==> config.mk <==
export PLATFORM = sky130hd
export DESIGN_NAME = sid_trap_dec
export DESIGN_NICKNAME = d
export VERILOG_FILES = /design/src/rtl/sid_pkg.sv /design/src/rtl/sid_match.sv /design/src/rtl/sid_policy.sv /design/src/rtl/sid_out_reg.sv /design/src/rtl/sid_trap_dec.sv
export SDC_FILE = /design/constraint.sdc
export NUM_CORES = 1
export LEC_CHECK = 0
export CORE_MARGIN = 2
export CORE_UTILIZATION = 21
export CTS_CLUSTER_SIZE = 20
export DETAILED_ROUTE_END_ITERATION = 10
export PLACE_DENSITY = 0.87
export SETUP_SLACK_MARGIN = 0.2
export SLEW_MARGIN = 5
export SYNTH_ARGS = -nofsm -noshare
export SYNTH_HDL_FRONTEND = slang
export SYNTH_SLANG_ARGS = --single-unit
==> constraint.sdc <==
create_clock -name clk -period 1.17 [get_ports clk]
set_input_delay 0.234 -clock clk [delete_from_list [all_inputs] [get_ports clk]]
set_output_delay 0.234 -clock clk [all_outputs]
set_load 0.01 [all_outputs]
==> src/rtl/sid_pkg.sv <==
package sid_pkg;
   typedef enum logic [1:0] {
      DEC_FOREIGN = 2'd0,
      DEC_UNDEF   = 2'd1,
      DEC_TRAP    = 2'd2,
      DEC_INV     = 2'd3
   } dec_kind_e;
endpackage

==> src/rtl/sid_match.sv <==
module sid_match #(
   parameter int OP0_W = 2,
   parameter int OP1_W = 3,
   parameter int CRN_W = 4,
   parameter int CRM_W = 4,
   parameter int OP2_W = 3,
   parameter int RT_W  = 5,
   parameter logic [OP0_W-1:0] OP0_VAL = 2'b01,
   parameter logic [OP1_W-1:0] OP1_VAL = 3'b000,
   parameter logic [CRN_W-1:0] CRN_VAL = 4'b0111,
   parameter logic [CRM_W-1:0] CRM_VAL = 4'b0001,
   parameter logic [OP2_W-1:0] OP2_VAL = 3'b000
) (
   input  logic [OP0_W-1:0] op0,
   input  logic [OP1_W-1:0] op1,
   input  logic [CRN_W-1:0] crn,
   input  logic [CRM_W-1:0] crm,
   input  logic [OP2_W-1:0] op2,
   input  logic [RT_W-1:0]  rt,
   output logic             hit,
   output logic             rt_zero_reg
);
   localparam int                NFIELD  = 5;
   localparam logic [RT_W-1:0]   RT_NONE = {RT_W{1'b1}};

   logic [NFIELD-1:0] field_eq;

   always_comb begin
      field_eq[0] = (op0 == OP0_VAL);
      field_eq[1] = (op1 == OP1_VAL);
      field_eq[2] = (crn == CRN_VAL);
      field_eq[3] = (crm == CRM_VAL);
      field_eq[4] = (op2 == OP2_VAL);
   end

   assign hit         = &field_eq;
   assign rt_zero_reg = (rt == RT_NONE);
endmodule

==> src/rtl/sid_policy.sv <==
module sid_policy
   import sid_pkg::*;
#(
   parameter int LVL_W           = 2,
   parameter bit XT_RUNTIME      = 1'b1,
   parameter bit XT_STRICT_FIXED = 1'b1
) (
   input  logic             hit,
   input  logic             rt_zero_reg,
   input  logic             xt_strict_cfg,
   input  logic [LVL_W-1:0] lvl,
   input  logic             lvl2_en,
   input  logic             lvl3_impl,
   input  logic             trap_pou,
   input  logic             trap_icall,
   input  logic             fgt_trap,
   input  logic             fgt_en,
   output dec_kind_e        kind
);
   localparam logic [LVL_W-1:0] LVL_USER = '0;
   localparam logic [LVL_W-1:0] LVL_KERN = LVL_W'(1);

   logic xt_strict;
   logic xt_reject;
   logic fgt_armed;
   logic kern_trap;

   generate
      if (XT_RUNTIME) begin : g_xt_cfg
         assign xt_strict = xt_strict_cfg;
      end else begin : g_xt_fix
         assign xt_strict = XT_STRICT_FIXED;
      end
   endgenerate

   assign xt_reject = xt_strict & ~rt_zero_reg;
   assign fgt_armed = fgt_trap & (~lvl3_impl | fgt_en);
   // Priority order: unification-point trap, then invalidate-all trap,
   // then the fine-grained bit; all three need level 2 enabled.
   assign kern_trap = lvl2_en & (trap_pou | trap_icall | fgt_armed);

   always_comb begin
      if (!hit) begin
         kind = DEC_FOREIGN;
      end else if (xt_reject) begin
         kind = DEC_UNDEF;
      end else if (lvl == LVL_USER) begin
         kind = DEC_UNDEF;
      end else if (lvl == LVL_KERN) begin
         kind = kern_trap ? DEC_TRAP : DEC_INV;
      end else begin
         kind = DEC_INV;
      end
   end
endmodule

==> src/rtl/sid_out_reg.sv <==
module sid_out_reg
   import sid_pkg::*;
#(
   parameter int                 CLASS_W    = 6,
   parameter logic [CLASS_W-1:0] TRAP_CLASS = 6'h18
) (
   input  logic               clk,
   input  logic               rst,
   input  logic               accept,
   input  dec_kind_e          kind,
   input  logic               inv_ready,
   output logic               undef_q,
   output logic               trap_q,
   output logic [CLASS_W-1:0] class_q,
   output logic               inv_q,
   output logic               foreign_q
);
   always_ff @(posedge clk) begin
      if (rst) begin
         undef_q   <= 1'b0;
         trap_q    <= 1'b0;
         class_q   <= '0;
         inv_q     <= 1'b0;
         foreign_q <= 1'b0;
      end else begin
         undef_q   <= 1'b0;
         trap_q    <= 1'b0;
         class_q   <= '0;
         foreign_q <= 1'b0;
         if (inv_q && inv_ready) begin
            inv_q <= 1'b0;
         end
         if (accept) begin
            unique case (kind)
               DEC_FOREIGN: foreign_q <= 1'b1;
               DEC_UNDEF:   undef_q   <= 1'b1;
               DEC_TRAP: begin
                  trap_q  <= 1'b1;
                  class_q <= TRAP_CLASS;
               end
               DEC_INV:     inv_q     <= 1'b1;
               default:     foreign_q <= 1'b1;
            endcase
         end
      end
   end
endmodule

==> src/rtl/sid_trap_dec.sv <==
module sid_trap_dec
   import sid_pkg::*;
#(
   parameter int                 OP0_W           = 2,
   parameter int                 OP1_W           = 3,
   parameter int                 CRN_W           = 4,
   parameter int                 CRM_W           = 4,
   parameter int                 OP2_W           = 3,
   parameter int                 RT_W            = 5,
   parameter int                 LVL_W           = 2,
   parameter int                 CLASS_W         = 6,
   parameter logic [CLASS_W-1:0] TRAP_CLASS      = 6'h18,
   parameter bit                 XT_RUNTIME      = 1'b1,
   parameter bit                 XT_STRICT_FIXED = 1'b1
) (
   input  logic               clk,
   input  logic               rst,
   input  logic               in_valid_i,
   output logic               in_ready_o,
   input  logic [OP0_W-1:0]   op0_i,
   input  logic [OP1_W-1:0]   op1_i,
   input  logic [CRN_W-1:0]   crn_i,
   input  logic [CRM_W-1:0]   crm_i,
   input  logic [OP2_W-1:0]   op2_i,
   input  logic [RT_W-1:0]    rt_i,
   input  logic [LVL_W-1:0]   cur_lvl_i,
   input  logic               lvl2_en_i,
   input  logic               lvl3_impl_i,
   input  logic               trap_pou_i,
   input  logic               trap_icall_i,
   input  logic               fgt_trap_i,
   input  logic               fgt_en_i,
   input  logic               xt_undef_i,
   output logic               undef_o,
   output logic               trap_o,
   output logic [CLASS_W-1:0] trap_class_o,
   output logic               inv_valid_o,
   input  logic               inv_ready_i,
   output logic               not_mine_o
);
   generate
      if (LVL_W < 2) begin : g_bad_lvl
         $error("LVL_W must hold levels 0 to 3");
      end
      if (CLASS_W < 1 || RT_W < 1) begin : g_bad_w
         $error("field widths must be positive");
      end
      if (OP0_W < 2 || OP1_W < 1 || CRN_W < 3 || CRM_W < 1 || OP2_W < 1) begin : g_bad_enc
         $error("encoding fields too narrow for the match values");
      end
   endgenerate

   logic      hit;
   logic      rt_zero_reg;
   logic      accept;
   dec_kind_e kind;

   assign in_ready_o = ~inv_valid_o;
   assign accept     = in_valid_i & in_ready_o;

   sid_match #(
      .OP0_W(OP0_W), .OP1_W(OP1_W), .CRN_W(CRN_W),
      .CRM_W(CRM_W), .OP2_W(OP2_W), .RT_W(RT_W),
      .OP0_VAL(OP0_W'(2'b01)), .OP1_VAL(OP1_W'(0)),
      .CRN_VAL(CRN_W'(4'b0111)), .CRM_VAL(CRM_W'(1)),
      .OP2_VAL(OP2_W'(0))
   ) u_match (
      .op0(op0_i), .op1(op1_i), .crn(crn_i), .crm(crm_i), .op2(op2_i),
      .rt(rt_i), .hit(hit), .rt_zero_reg(rt_zero_reg)
   );

   sid_policy #(
      .LVL_W(LVL_W), .XT_RUNTIME(XT_RUNTIME), .XT_STRICT_FIXED(XT_STRICT_FIXED)
   ) u_policy (
      .hit(hit), .rt_zero_reg(rt_zero_reg), .xt_strict_cfg(xt_undef_i),
      .lvl(cur_lvl_i), .lvl2_en(lvl2_en_i), .lvl3_impl(lvl3_impl_i),
      .trap_pou(trap_pou_i), .trap_icall(trap_icall_i),
      .fgt_trap(fgt_trap_i), .fgt_en(fgt_en_i), .kind(kind)
   );

   sid_out_reg #(
      .CLASS_W(CLASS_W), .TRAP_CLASS(TRAP_CLASS)
   ) u_out (
      .clk(clk), .rst(rst), .accept(accept), .kind(kind),
      .inv_ready(inv_ready_i), .undef_q(undef_o), .trap_q(trap_o),
      .class_q(trap_class_o), .inv_q(inv_valid_o), .foreign_q(not_mine_o)
   );
endmodule

**Yosys cells after proc, flatten, opt, wreduce, memory -nomap -nowiden**

Cells that the tools add are included.

- Add/subtract/negate cells: 0
- Multipliers: 0
- Div/mod/pow operators: 0
- Magnitude comparators: 0
- Eq/ne operators: 8
- Shifts and indexed selects: 0
- Multiplexer cells: 12
- Bitwise operators: 11
- Reduce and logical (&&, ||, !) cells: 7

Operator list:

| kind | count |
|---|---|
| $mux W2 | 4 |
| $mux W1 | 7 |
| $eq A2 B1 Y1 const B | 3 |
| $logic_not A3 Y1 | 2 |
| $eq A5 B5 Y1 const B | 1 |
| $mux W5 | 1 |
| $reduce_and A5 Y1 | 1 |
| $and A1 B1 Y1 | 4 |
| $eq A2 B2 Y1 const B | 2 |
| $eq A4 B1 Y1 const B | 1 |
| $eq A4 B3 Y1 const B | 1 |
| $logic_not A2 Y1 | 2 |
| $not A1 Y1 | 4 |
| $or A1 B1 Y1 | 3 |
| $reduce_or A2 Y1 | 1 |
| $logic_and A1 B1 Y1 | 1 |

- Register bits: 10
- Latch bits: 0
- RAM bits: 0
- ROM bits: 0
- Output and inout port bits: 11
- Memories: 0

**Depth between registers and ports, before layout**

Gate-level depths: netlist of run 1.

- Depth in word-level cells: 13
- Mapped depth: 4
- Gate-level depth less buffers: 4

**By module**

A second synthesis of run 1 with hierarchy kept.

- Cells, all modules: 34
- Area total of the unflattened synthesis: 316.6 sq um

Modules (own cells, without submodules):

| module | instances | cells each | area an instance (sq um) | seq. area each (sq um) |
|---|---|---|---|---|
| sid_out_reg | 1 | 18 | 188.9 | 80.1 |
| sid_match | 1 | 8 | 61.3 | 0.0 |
| sid_policy | 1 | 6 | 56.3 | 0.0 |
| sid_trap_dec | 1 | 2 | 10.0 | 0.0 |

**Least setup slack after synthesis of run 1**

OpenSTA, ideal clock, no wires.

- Path type: in2reg
- From: in op1_i[2]
- To: reg u_out.class_q[3]
- Library setup time: 0.060 ns
- Arrival time: 0.994 ns
- Data required time: 1.110 ns
- Setup slack: 0.116 ns
- Stages: 4
- Cells stage by stage: and4bb_2 > and4_1 > nand3_2 > and3b_1

- Cells in the longest elaborated chain, start to end: 5

RTL lines:

| item | line | RTL |
|---|---|---|
| start, declared | sid_trap_dec.sv:21 | `input logic [OP1_W-1:0] op1_i,` |
| $logic_not A3 Y1 | sid_match.sv:30 | `field_eq[1] = (op1 == OP1_VAL);` |
| $reduce_and A5 Y1 | sid_match.sv:36 | `assign hit = &field_eq;` |
| $mux W2 | sid_policy.sv:43 | `if (!hit) begin` |
| $eq A2 B2 Y1 | sid_out_reg.sv:34 | `unique case (kind)` |
| $mux W5 | sid_out_reg.sv:34 |  |
| end signal, assigned | sid_out_reg.sv:22 | `class_q <= '0;` |
| end signal, assigned | sid_out_reg.sv:28 | `class_q <= '0;` |
| end signal, assigned | sid_out_reg.sv:39 | `class_q <= TRAP_CLASS;` |
| end, declared | sid_out_reg.sv:14 | `output logic [CLASS_W-1:0] class_q,` |

Every way passes these cells.
A chain may end at the register's enable or synchronous reset.

**Worst setup path after layout of run 1**

- From: in crm_i[1]
- To: reg u_out.inv_q

- Cells in the longest elaborated chain, start to end: 6

RTL lines:

| item | line | RTL |
|---|---|---|
| start, declared | sid_trap_dec.sv:23 | `input logic [CRM_W-1:0] crm_i,` |
| $eq A4 B1 Y1 | sid_match.sv:32 | `field_eq[3] = (crm == CRM_VAL);` |
| $reduce_and A5 Y1 | sid_match.sv:36 |  |
| $mux W2 | sid_policy.sv:43 |  |
| $eq A2 B2 Y1 | sid_out_reg.sv:34 |  |
| $mux W1 | sid_out_reg.sv:34 |  |
| $mux W1 | sid_out_reg.sv:33 | `if (accept) begin` |
| end signal, assigned | sid_out_reg.sv:23 | `inv_q <= 1'b0;` |
| end signal, assigned | sid_out_reg.sv:31 | `inv_q <= 1'b0;` |
| end signal, assigned | sid_out_reg.sv:41 | `DEC_INV: inv_q <= 1'b1;` |
| end, declared | sid_out_reg.sv:15 | `output logic inv_q,` |

Every way passes these cells.

==> run_results.csv, run 1 <==
group,metric,value,unit
outcome,status,"finished clean",
power_and_ir_drop,power.ir.vdd_worst,0.2954,mV
yosys,ys.flop_type,"sky130_fd_sc_hd__dfxtp_1",
timing,hold_viol,0,
floorplanning,floorplan.io_pins,45,
yosys,synth_area,281.5,µm²
yosys,synth_largest_type_area_fraction,28.44,%
worst_setup_path,critical_path.endpoint_type,"flop",
placement,gp_routability_congestion,0.5968,
routing,wire_per_inst,9.955,µm
clock_tree,tritoncts.num_buffers,3,
clock_tree,cts_buffer_depth,2,
min_path,min_to,"u_out.foreign_q",
floorplanning,placeableCoreArea,0.001269,mm²
clock_tree,clk-insertion-delay-late,0.23,ns
yosys,yosys.cell_types.count,21,
min_path,holdPathStages,4,
yosys,synthesis.instances,33,
finish,layout-area-overhead-vs-synth,138.7,%
global_routing,grt_max_degree,4,
routing,postRouteAntennaNets,0,
finish,layout-drive-gt1-share,50.00,%
floorplanning,floorplan.die_area,0.001650,mm²
routing,route.detailed.drc,0,
yosys,yosys_warnings,0,
power_and_ir_drop,final_power,437.1,µW
flow_run,drv.max_cap_violation_count,0,
yosys,synth_common_cells,"6 x sky130_fd_sc_hd__buf_4, 4 x sky130_fd_sc_hd__dfxtp_1, 3 x sky130_fd_sc_hd__nand2_1, 2 x sky130_fd_sc_hd__nor2_1, 2 x sky130_fd_sc_hd__o21ai_0",
yosys,synthArstFlopShare,0,%
worst_setup_path,worstSetupStartpointType,"input pin",
finish,nets,110,
global_routing,antenna_found_initial,0,
floorplanning,die_y,40.62,µm
global_routing,grt_pass1_vias,333,
placement,hpwlAfterDp,742.9,µm
timing,setup_violations,0,
routing,drt_iter0_drc,1,
finish,layoutNonFillerInstCount,89,
floorplanning,die_width,40.62,µm
clock_tree,tritoncts_clock_tree,"built",
floorplanning,rows,13,
global_routing,grt_first_pass_wirelength,1297,µm
min_path,class_of_the_most_critical_hold_timing_path,"in -> reg",
worst_setup_path,worst_r2r_path_depth,3,
routing,detailroute.via_count,390,
worst_setup_path,crit-reg2reg-launch,"u_out.inv_q",
finish,seqCellArea,81.33,µm²
worst_setup_path,crit_type,"in -> reg",
yosys,seq_area_frac_synth,28.44,%
timing,finalMaxSlewViolations,0,
finish,fillerInstances,138,
yosys,number_of_enable_type_register_cells_in_the_synthesized_netlist,0,
routing,drt_pre_antenna_iters,3,
timing,rsz0062_at_grt,"yes",
worst_setup_path,timing.reg2reg.setup_slack,0.24,ns
timing,maxClockFrequency,1028,MHz
clock_tree,clkTransAtPathRegs,0.04,ns
placement,place.detailed.instances,86,
placement,portBuffers,40,
routing,routed_wirelength,886,µm
yosys,cell_with_the_most_instances_after_synthesis,"sky130_fd_sc_hd__buf_4",
global_routing,grt_use_total,12.73,%
yosys,synth_top_cells_by_area,"sky130_fd_sc_hd__dfxtp_1 28%, sky130_fd_sc_hd__buf_4 16%, sky130_fd_sc_hd__nor4b_2 5.3%",
timing,layout_worst_path_cycle_share,83.16,%
worst_setup_path,timing.rr.end,"u_out.inv_q",
clock_tree,cts_htree_levels,1,
min_path,source_of_the_worst_hold_timing_path,"op2_i[0]",
timing,fin_crit,0.9729,ns
clock_tree,number_of_sinks_driven_by_the_clock_tree,4,
floorplanning,start_util,22.19,%
routing,post_drt_via_cell_ratio,4.382,
global_routing,overflow,0,
yosys,postSynthAreaPerCell,8.531,µm²
finish,share_of_the_core_filled_with_cells_in_the_final_layout,52.96,%
finish,diodes,0,
clock_tree,cts_root_buffer,"sky130_fd_sc_hd__clkbuf_4",
yosys,synth.ff_latch_count,4,
worst_setup_path,cp_max_fo,3,
clock_tree,post_cts_hold_buffer_count,0,
power_and_ir_drop,power_per_cell_area,650.5,mW/mm²
worst_setup_path,critical_path_data_required_time,1.31,ns
finish,multi_input_comb_area,206.4,µm²
worst_setup_path,worstPathArrival,1.12,ns
timing,clock_skew,0.002067,ns
power_and_ir_drop,cellLeakagePower,0.3415,nW
yosys,netlist.top_cell.by_area,"sky130_fd_sc_hd__dfxtp_1",
## cells in the final DEF (no fill, tap or decap), types with 2 or more instances in the layout
cell and n:
sky130_fd_sc_hd__clkdlybuf4s15_1 3, sky130_fd_sc_hd__conb_1 4, sky130_fd_sc_hd__clkdlybuf4s50_1 6, sky130_fd_sc_hd__o21ai_2 2, sky130_fd_sc_hd__buf_2 13, sky130_fd_sc_hd__dlymetal6s2s_1 2
sky130_fd_sc_hd__buf_6 6, sky130_fd_sc_hd__dfxtp_1 3, sky130_fd_sc_hd__clkbuf_4 3, sky130_fd_sc_hd__dlygate4sd2_1 9, sky130_fd_sc_hd__nand2_1 3
## worst max-delay path, stage by stage
cell                       delay, ns
sky130_fd_sc_hd__buf_6          0.09
sky130_fd_sc_hd__nor4bb_1       0.24
sky130_fd_sc_hd__and4_1         0.26
sky130_fd_sc_hd__nand3_2        0.09
sky130_fd_sc_hd__o31ai_2        0.21
## metal layers
metal	up-vias	part of all wire (%)	track usage [%]
met5	-	0	0
met4	0	2.1	15.00
met3	2	12	2.174
met2	28	53	20.24
met1	169	33	12.99
li1	191	-	-
## metrics by stage
| stage | setup TNS (ns) | hold WS [ns] | area [µm²] | setup slack, ns |
|---|---|---|---|---|
| 6_report | 0 | 0.4251 | 671.9 | 0.1971 |
| 5_1_grt | 0 | 0.4368 | 671.9 | 0.1412 |
| 4_1_cts | 0 | 0.4099 | 636.9 | 0.1662 |
| 3_5_place_dp | -1.226 | 0.5958 | 674.4 | -0.3783 |
| 3_3_place_gp | -1.141 | 0.5875 | 674.4 | -0.3545 |
| 2_1_floorplan | 0 | 0.3478 | 292.8 | 0.1289 |
## power by group
| part | switching [mW] | internal (mW) | total (mW) |
|---|---|---|---|
| sequential | 0.000273 | 0.139 | 0.139 |
| clock | 0.0532 | 0.115 | 0.168 |
| combinational | 0.0415 | 0.0886 | 0.130 |
## cell type report
| cell class | instances | share of cell area (%) |
|---|---|---|
| Timing Repair Buffer | 41 | 50.47 |
| Tap cell | 15 | 2.793 |
| Inverter | 1 | 0.5587 |
| Multi-Input combinational cell | 25 | 30.73 |
| Sequential cell | 4 | 12.10 |
| Clock buffer | 3 | 3.352 |
## state kept, by name (all words and copies together) (netlist names)
signal           flops
u_out.class_q        1
u_out.foreign_q      1
u_out.inv_q          1
u_out.undef_q        1
## cells by family (layout without fill, tap and decap cells)
group | Yosys count | after routing | synth area share, %
and+or+nand+nor | 17 | 17 | 42.22
buffers and inverters | 7 | 45 | 17.33
AOI/OAI and AO/OA | 4 | 4 | 10.67
DFF | 4 | 4 | 28.45
other | 1 | 4 | 1.332
## worst max-delay path by stage
| stage | startpoint | end | slack [ns] | cells after the start |
|---|---|---|---|---|
| 2_1_floorplan | op1_i[2] | u_out.class_q[3] | 0.13 | 4 |
| 3_3_place_gp | crm_i[0] | u_out.class_q[3] | -0.35 | 5 |
| 3_5_place_dp | crm_i[0] | u_out.class_q[3] | -0.38 | 5 |
| 4_1_cts | crm_i[1] | u_out.inv_q | 0.17 | 5 |
| 5_1_grt | op0_i[1] | u_out.inv_q | 0.14 | 5 |
| 6_report | crm_i[1] | u_out.inv_q | 0.20 | 5 |
## repair_timing
| action | 4_1_cts | 5_1_grt |
|---|---|---|
| endpoints found under the setup margin | 11 | 3 |
| pin swaps | 12 | 6 |
| setup buffers | 0 | 0 |
| gates resized for setup | 94 | 10 |
Power figures use the tool's default switching activity.
==> run 2: changes to the inputs <==
==> constraint.sdc (replaced) <==
create_clock -name clk -period 0.9 [get_ports clk]
set_input_delay 0.18 -clock clk [delete_from_list [all_inputs] [get_ports clk]]
set_output_delay 0.18 -clock clk [all_outputs]
set_load 0.01 [all_outputs]
==> run 2 against run 1 <==
Against the previous run:
- the flow now finishes with violations (setup timing)
- register-to-register slack got worse by 0.27 ns
- final area is 5.6% higher
- worst setup slack worse by 0.26 ns
- count of clock-buffer cells in the layout stayed put
- clock skew down 0.0014 ns
- global-route usage up 0.68 points
- non-clock buffer count grew 1
- hold slack got worse by 0.0079 ns
- largest cell class unchanged
- largest power group unchanged
- highest routed layer is now met3
==> run_results.csv, run 2 (synthesis results as in run 1) <==
group,metric,value,unit
finish,diodes,0,
power_and_ir_drop,power_per_cell_area,796.6,mW/mm²
floorplanning,die_y,40.62,µm
outcome,violations_in_the_final_reports,"setup timing",
finish,most-common-layout-cells,"11 x sky130_fd_sc_hd__dlygate4sd2_1, 10 x sky130_fd_sc_hd__buf_2, 10 x sky130_fd_sc_hd__buf_6",
worst_setup_path,critical_path_data_required_time,1.07,ns
clock_tree,clkTransAtPathRegs,0.04,ns
placement,portBuffers,40,
global_routing,grt_use_total,13.40,%
worst_setup_path,crit-reg2reg-launch,"u_out.inv_q",
clock_tree,cts_root_buffer,"sky130_fd_sc_hd__clkbuf_4",
finish,layout-drive-gt1-share,56.00,%
clock_tree,cts_htree_levels,1,
routing,detailroute.via_count,393,
worst_setup_path,worstPathArrival,1.14,ns
timing,maxClockFrequency,1034,MHz
power_and_ir_drop,cellLeakagePower,0.3351,nW
global_routing,grt_pass1_vias,343,
global_routing,overflow,0,
timing,layout_worst_path_cycle_share,107.4,%
worst_setup_path,critical_path.endpoint_type,"flop",
routing,drt_iter0_drc,2,
floorplanning,start_util,22.19,%
timing,final.setup.tns,-0.2101,ns
routing,postRouteAntennaNets,0,
worst_setup_path,worstSetupEndpoint,"u_out.class_q[3]",
timing,hold-worst-slack,0.4172,ns
outcome,status,"finished with violations",
power_and_ir_drop,final_power,565.1,µW
power_and_ir_drop,power.ir.vdd_worst,0.3938,mV
floorplanning,floorplan.io_pins,45,
worst_setup_path,worstSetupStartpointType,"input pin",
finish,share_of_the_core_filled_with_cells_in_the_final_layout,55.92,%
worst_setup_path,timing.reg2reg.setup_slack,-0.03,ns
clock_tree,tritoncts_clock_tree,"built",
floorplanning,die_width,40.62,µm
global_routing,grt_max_degree,4,
worst_setup_path,worst_r2r_path_depth,3,
routing,post_drt_via_cell_ratio,4.367,
routing,routed_wirelength,1047,µm
clock_tree,post_cts_hold_buffer_count,0,
floorplanning,rows,13,
global_routing,grt_first_pass_wirelength,1393,µm
timing,setup_violations,4,
routing,drt_pre_antenna_iters,3,
placement,hpwlAfterDp,732.4,µm
floorplanning,placeableCoreArea,0.001269,mm²
timing,clock_skew,0.0006318,ns
routing,wire_per_inst,11.63,µm
timing,setup_ws,-0.06677,ns
clock_tree,cts_buffer_depth,2,
min_path,class_of_the_most_critical_hold_timing_path,"in -> reg",
clock_tree,tritoncts.num_buffers,3,
placement,dp_slack,-0.6254,ns
floorplanning,floorplan.die_area,0.001650,mm²
global_routing,antenna_found_initial,0,
timing,fin_crit,0.9668,ns
finish,layout.cells.most_common,"sky130_fd_sc_hd__dlygate4sd2_1",
routing,route.detailed.drc,0,
worst_setup_path,crit_type,"in -> reg",
timing,finalMaxSlewViolations,0,
worst_setup_path,setup.worst_path.start,"op1_i[0]",
timing,hold_viol,0,
clock_tree,number_of_sinks_driven_by_the_clock_tree,4,
finish,layout-area-overhead-vs-synth,152.0,%
worst_setup_path,timing.rr.end,"u_out.inv_q",
clock_tree,clk-insertion-delay-late,0.23,ns
worst_setup_path,cp_max_fo,3,
placement,gp_routability_congestion,0.6177,
timing,rsz0062_at_grt,"yes",
flow_run,drv.max_cap_violation_count,0,
finish,nets,111,
## run 2: changes by cell type in the layout (fill, tap and decap cells not counted), moves of 2 or more
| cell | delta |
|---|---|
| sky130_fd_sc_hd__buf_6 | +4 |
| sky130_fd_sc_hd__buf_2 | -3 |
| sky130_fd_sc_hd__clkdlybuf4s15_1 | -2 |
| sky130_fd_sc_hd__dfxtp_1 | -2 |
| sky130_fd_sc_hd__dlygate4sd2_1 | +2 |
| sky130_fd_sc_hd__dlymetal6s2s_1 | -2 |
| sky130_fd_sc_hd__o21ai_1 | +2 |
| sky130_fd_sc_hd__o21ai_2 | -2 |
## run 2: final cells by class
| cell class | instances | area [µm²] |
|---|---|---|
| Fill cell | 132 | 559.3 |
| Timing Repair Buffer | 42 | 356.6 |
| Multi-Input combinational cell | 25 | 221.5 |
| Sequential cell | 4 | 86.33 |
| Clock buffer | 3 | 22.52 |
| Tap cell | 15 | 18.77 |
| Inverter | 1 | 3.754 |
## run 2: worst min path at each step
stage | start | endpoint | cells past startpoint
after floorplan | in_valid_i | u_out.foreign_q | 2
after global placement | u_out.inv_q | u_out.foreign_q | 3
after detailed placement | u_out.inv_q | u_out.foreign_q | 3
after CTS | crn_i[3] | u_out.inv_q | 5
after global routing | cur_lvl_i[0] | u_out.undef_q | 3
final | cur_lvl_i[0] | u_out.undef_q | 3
## run 2: metal layers
metal / track usage [%] / routed length (µm) / vias to the layer above / share of wire [%]
met3: 3.804 / 70 / 0 / 6.7
met1: 14.29 / 351 / 173 / 34
met2: 21.03 / 625 / 27 / 60
met4: 12.50 / 0 / 0 / 0
li1: - / - / 193 / -
met5: 0 / 0 / - / 0
## run 2: what timing repair did
item / 4_1_cts / 5_1_grt
gates resized for setup: 102 / 10
cloned: 0 / 0
setup endpoints to repair: 11 / 11
buffers inserted: 2 / 0
pin swaps: 13 / 5
## run 2: where the power goes
group          switching [mW]  internal (mW)  total [mW]
sequential           0.000964          0.178       0.179
combinational          0.0585          0.111       0.169
clock                  0.0680          0.149       0.217
total                   0.127          0.438       0.565
## run 2: metrics by stage
stage                     std cells  cell area (µm²)
after global placement           85            668.1
after global routing             90            709.4
final                            90            709.4
after CTS                        90            683.2
after detailed placement         85            668.1
after floorplan                  36            294.0
## run 2: worst max-delay path, cell delays in order
cell and delay [ns]:
sky130_fd_sc_hd__buf_2 0.10, sky130_fd_sc_hd__and4bb_2 0.29, sky130_fd_sc_hd__and4_1 0.25, sky130_fd_sc_hd__nand3_2 0.11
sky130_fd_sc_hd__and3b_1 0.21
==> run 3: changes to the inputs <==
--- a/config.mk
+++ b/config.mk
@@ -5,7 +5,7 @@
 export SDC_FILE = /design/constraint.sdc
 export NUM_CORES = 1
 export LEC_CHECK = 0
-export CORE_MARGIN = 2
+export CORE_MARGIN = 4
 export CORE_UTILIZATION = 21
 export CTS_CLUSTER_SIZE = 20
 export DETAILED_ROUTE_END_ITERATION = 10
@@ -15,3 +15,4 @@
 export SYNTH_ARGS = -nofsm -noshare
 export SYNTH_HDL_FRONTEND = slang
 export SYNTH_SLANG_ARGS = --single-unit
+export TNS_END_PERCENT = 100
==> run 3 against run 2 <==
Against the previous run:
- the flow still finishes with violations (setup timing)
- wire length fell by 7.5%
- sequential cell count did not move
- final area decreased by 3.4%
- cell count decreased by 2.2%
- clock skew about the same
- count of clock-buffer cells in the layout stayed put
- non-clock buffer count is 1 lower
- via count rose by 1.3%
- worst setup slack improved by 0.033 ns
- critical path depth fell by 2
- first-iteration DRC count decreased by 100%
- largest power group unchanged
==> run_results.csv, run 3 (synthesis results as in run 1) <==
group,metric,value,unit
min_path,source_of_the_worst_hold_timing_path,"op1_i[1]",
power_and_ir_drop,final_power,552.4,µW
worst_setup_path,worstSetupStartpointType,"flop",
routing,postRouteAntennaNets,0,
timing,finalMaxSlewViolations,0,
routing,routed_wirelength,968,µm
worst_setup_path,worst_r2r_path_depth,3,
routing,drt_iter0_drc,0,
power_and_ir_drop,power_per_cell_area,805.7,mW/mm²
power_and_ir_drop,cellLeakagePower,0.3422,nW
timing,fin_crit,0.9335,ns
timing,hold-worst-slack,0.3357,ns
floorplanning,start_util,23.73,%
finish,nets,110,
timing,maxClockFrequency,1071,MHz
clock_tree,cts_htree_levels,1,
floorplanning,rows,12,
worst_setup_path,worstPathArrival,1.08,ns
timing,rsz0062_at_grt,"yes",
routing,post_drt_via_cell_ratio,4.523,
worst_setup_path,crit-reg2reg-launch,"u_out.inv_q",
clock_tree,tritoncts.num_buffers,3,
clock_tree,cts_buffer_depth,2,
placement,hpwlAfterDp,855.6,µm
finish,layout-drive-gt1-share,51.35,%
finish,layout-area-overhead-vs-synth,143.6,%
clock_tree,clkTransAtPathRegs,0.04,ns
routing,route.detailed.drc,0,
worst_setup_path,critical_path.endpoint_type,"flop",
clock_tree,tritoncts_clock_tree,"built",
clock_tree,post_cts_hold_buffer_count,0,
global_routing,grt_first_pass_wirelength,1566,µm
timing,setup_ws,-0.03349,ns
timing,clock_skew,0.001077,ns
finish,diodes,0,
global_routing,overflow,0,
min_path,min_to,"u_out.foreign_q",
global_routing,grt_use_total,10.86,%
worst_setup_path,timing.reg2reg.setup_slack,-0.03,ns
timing,final.setup.tns,-0.05813,ns
timing,layout_worst_path_cycle_share,103.7,%
timing,setup_violations,2,
min_path,class_of_the_most_critical_hold_timing_path,"in -> reg",
outcome,violations_in_the_final_reports,"setup timing",
clock_tree,cts_setup_buffers,0,
floorplanning,floorplan.die_area,0.001991,mm²
global_routing,grt_max_degree,4,
power_and_ir_drop,power.ir.vdd_worst,0.3800,mV
routing,detailroute.via_count,398,
placement,dp_slack,-0.5920,ns
clock_tree,number_of_sinks_driven_by_the_clock_tree,4,
min_path,holdPathStages,4,
timing,hold_viol,0,
finish,most-common-layout-cells,"12 x sky130_fd_sc_hd__buf_2, 11 x sky130_fd_sc_hd__dlygate4sd2_1, 9 x sky130_fd_sc_hd__buf_6",
worst_setup_path,cp_max_fo,3,
placement,gp_routability_congestion,0.5971,
worst_setup_path,crit_type,"reg -> reg",
global_routing,grt_pass1_vias,415,
finish,layout.cells.most_common,"sky130_fd_sc_hd__buf_2",
flow_run,drv.max_cap_violation_count,0,
worst_setup_path,critical_path_data_required_time,1.04,ns
clock_tree,cts_root_buffer,"sky130_fd_sc_hd__clkbuf_4",
routing,wire_per_inst,11.00,µm
clock_tree,clk-insertion-delay-late,0.23,ns
worst_setup_path,timing.rr.end,"u_out.inv_q",
floorplanning,placeableCoreArea,0.001186,mm²
routing,drt_pre_antenna_iters,1,
floorplanning,floorplan.io_pins,45,
floorplanning,die_width,44.62,µm
floorplanning,die_y,44.62,µm
placement,portBuffers,40,
outcome,status,"finished with violations",
global_routing,antenna_found_initial,0,
run 3: changes by cell type in the layout (fill, tap and decap cells not counted), moves of 2 or more:
cell and delta:
sky130_fd_sc_hd__clkdlybuf4s50_1 -3, sky130_fd_sc_hd__buf_2 +2, sky130_fd_sc_hd__dfxtp_2 -2, sky130_fd_sc_hd__dlymetal6s2s_1 +2
sky130_fd_sc_hd__nor2_2 -2
run 3: area by class of cell:
cell class,instances,area (µm²)
clock buffer,3,22.52
fill,111,500.5
inverter,1,3.754
multi-input combinational,25,206.4
sequential,4,87.58
tap,14,17.52
timing repair buffer,41,347.8
run 3: critical path, cell delays in order, from the launching register on:
cell and delay, ns:
sky130_fd_sc_hd__dfxtp_4 0.36, sky130_fd_sc_hd__inv_2 0.04, sky130_fd_sc_hd__or3_4 0.38, sky130_fd_sc_hd__o31ai_2 0.06
run 3: per-layer routing:
| layer | GRT usage [%] | up-vias | part of all wire (%) |
|---|---|---|---|
| li1 | - | 192 | - |
| met1 | 10.50 | 171 | 34 |
| met2 | 19.48 | 33 | 51 |
| met3 | 0.8130 | 2 | 13 |
| met4 | 10.84 | 0 | 1.8 |
| met5 | 0 | - | 0 |
run 3: worst max path at each step:
stage                     start                to  slack (ns)  cells past startpoint
floorplan              op1_i[2]  u_out.class_q[3]       -0.09                      4
global placement       crm_i[0]  u_out.class_q[3]       -0.58                      5
detailed placement     crm_i[0]  u_out.class_q[3]       -0.59                      5
CTS                    crn_i[3]       u_out.inv_q       -0.04                      5
global route        u_out.inv_q       u_out.inv_q       -0.07                      3
finish              u_out.inv_q       u_out.inv_q       -0.03                      3
run 3: report_power, final:
| group | leakage [nW] | total, mW | internal [mW] | switching (mW) |
|---|---|---|---|---|
| Combinational | 0.294 | 0.161 | 0.107 | 0.0534 |
| Clock | 0.0138 | 0.216 | 0.149 | 0.0677 |
| Sequential | 0.0341 | 0.175 | 0.175 | 0.000482 |
| Total | 0.342 | 0.552 | 0.431 | 0.122 |
run 3: stage by stage:
step | util [%] | cells | area, µm²
2_1_floorplan | - | 36 | 294.0
3_3_place_gp | 56.86 | 85 | 674.4
3_5_place_dp | 56.86 | 85 | 674.4
4_1_cts | 54.11 | 88 | 641.9
5_1_grt | 57.81 | 88 | 685.7
6_report | 57.81 | 88 | 685.7
run 3: what timing repair did:
item / in CTS / in global routing
pin swaps: 13 / 8
cloned: 0 / 0
setup endpoints to repair: 11 / 11
gates resized for setup: 101 / 12
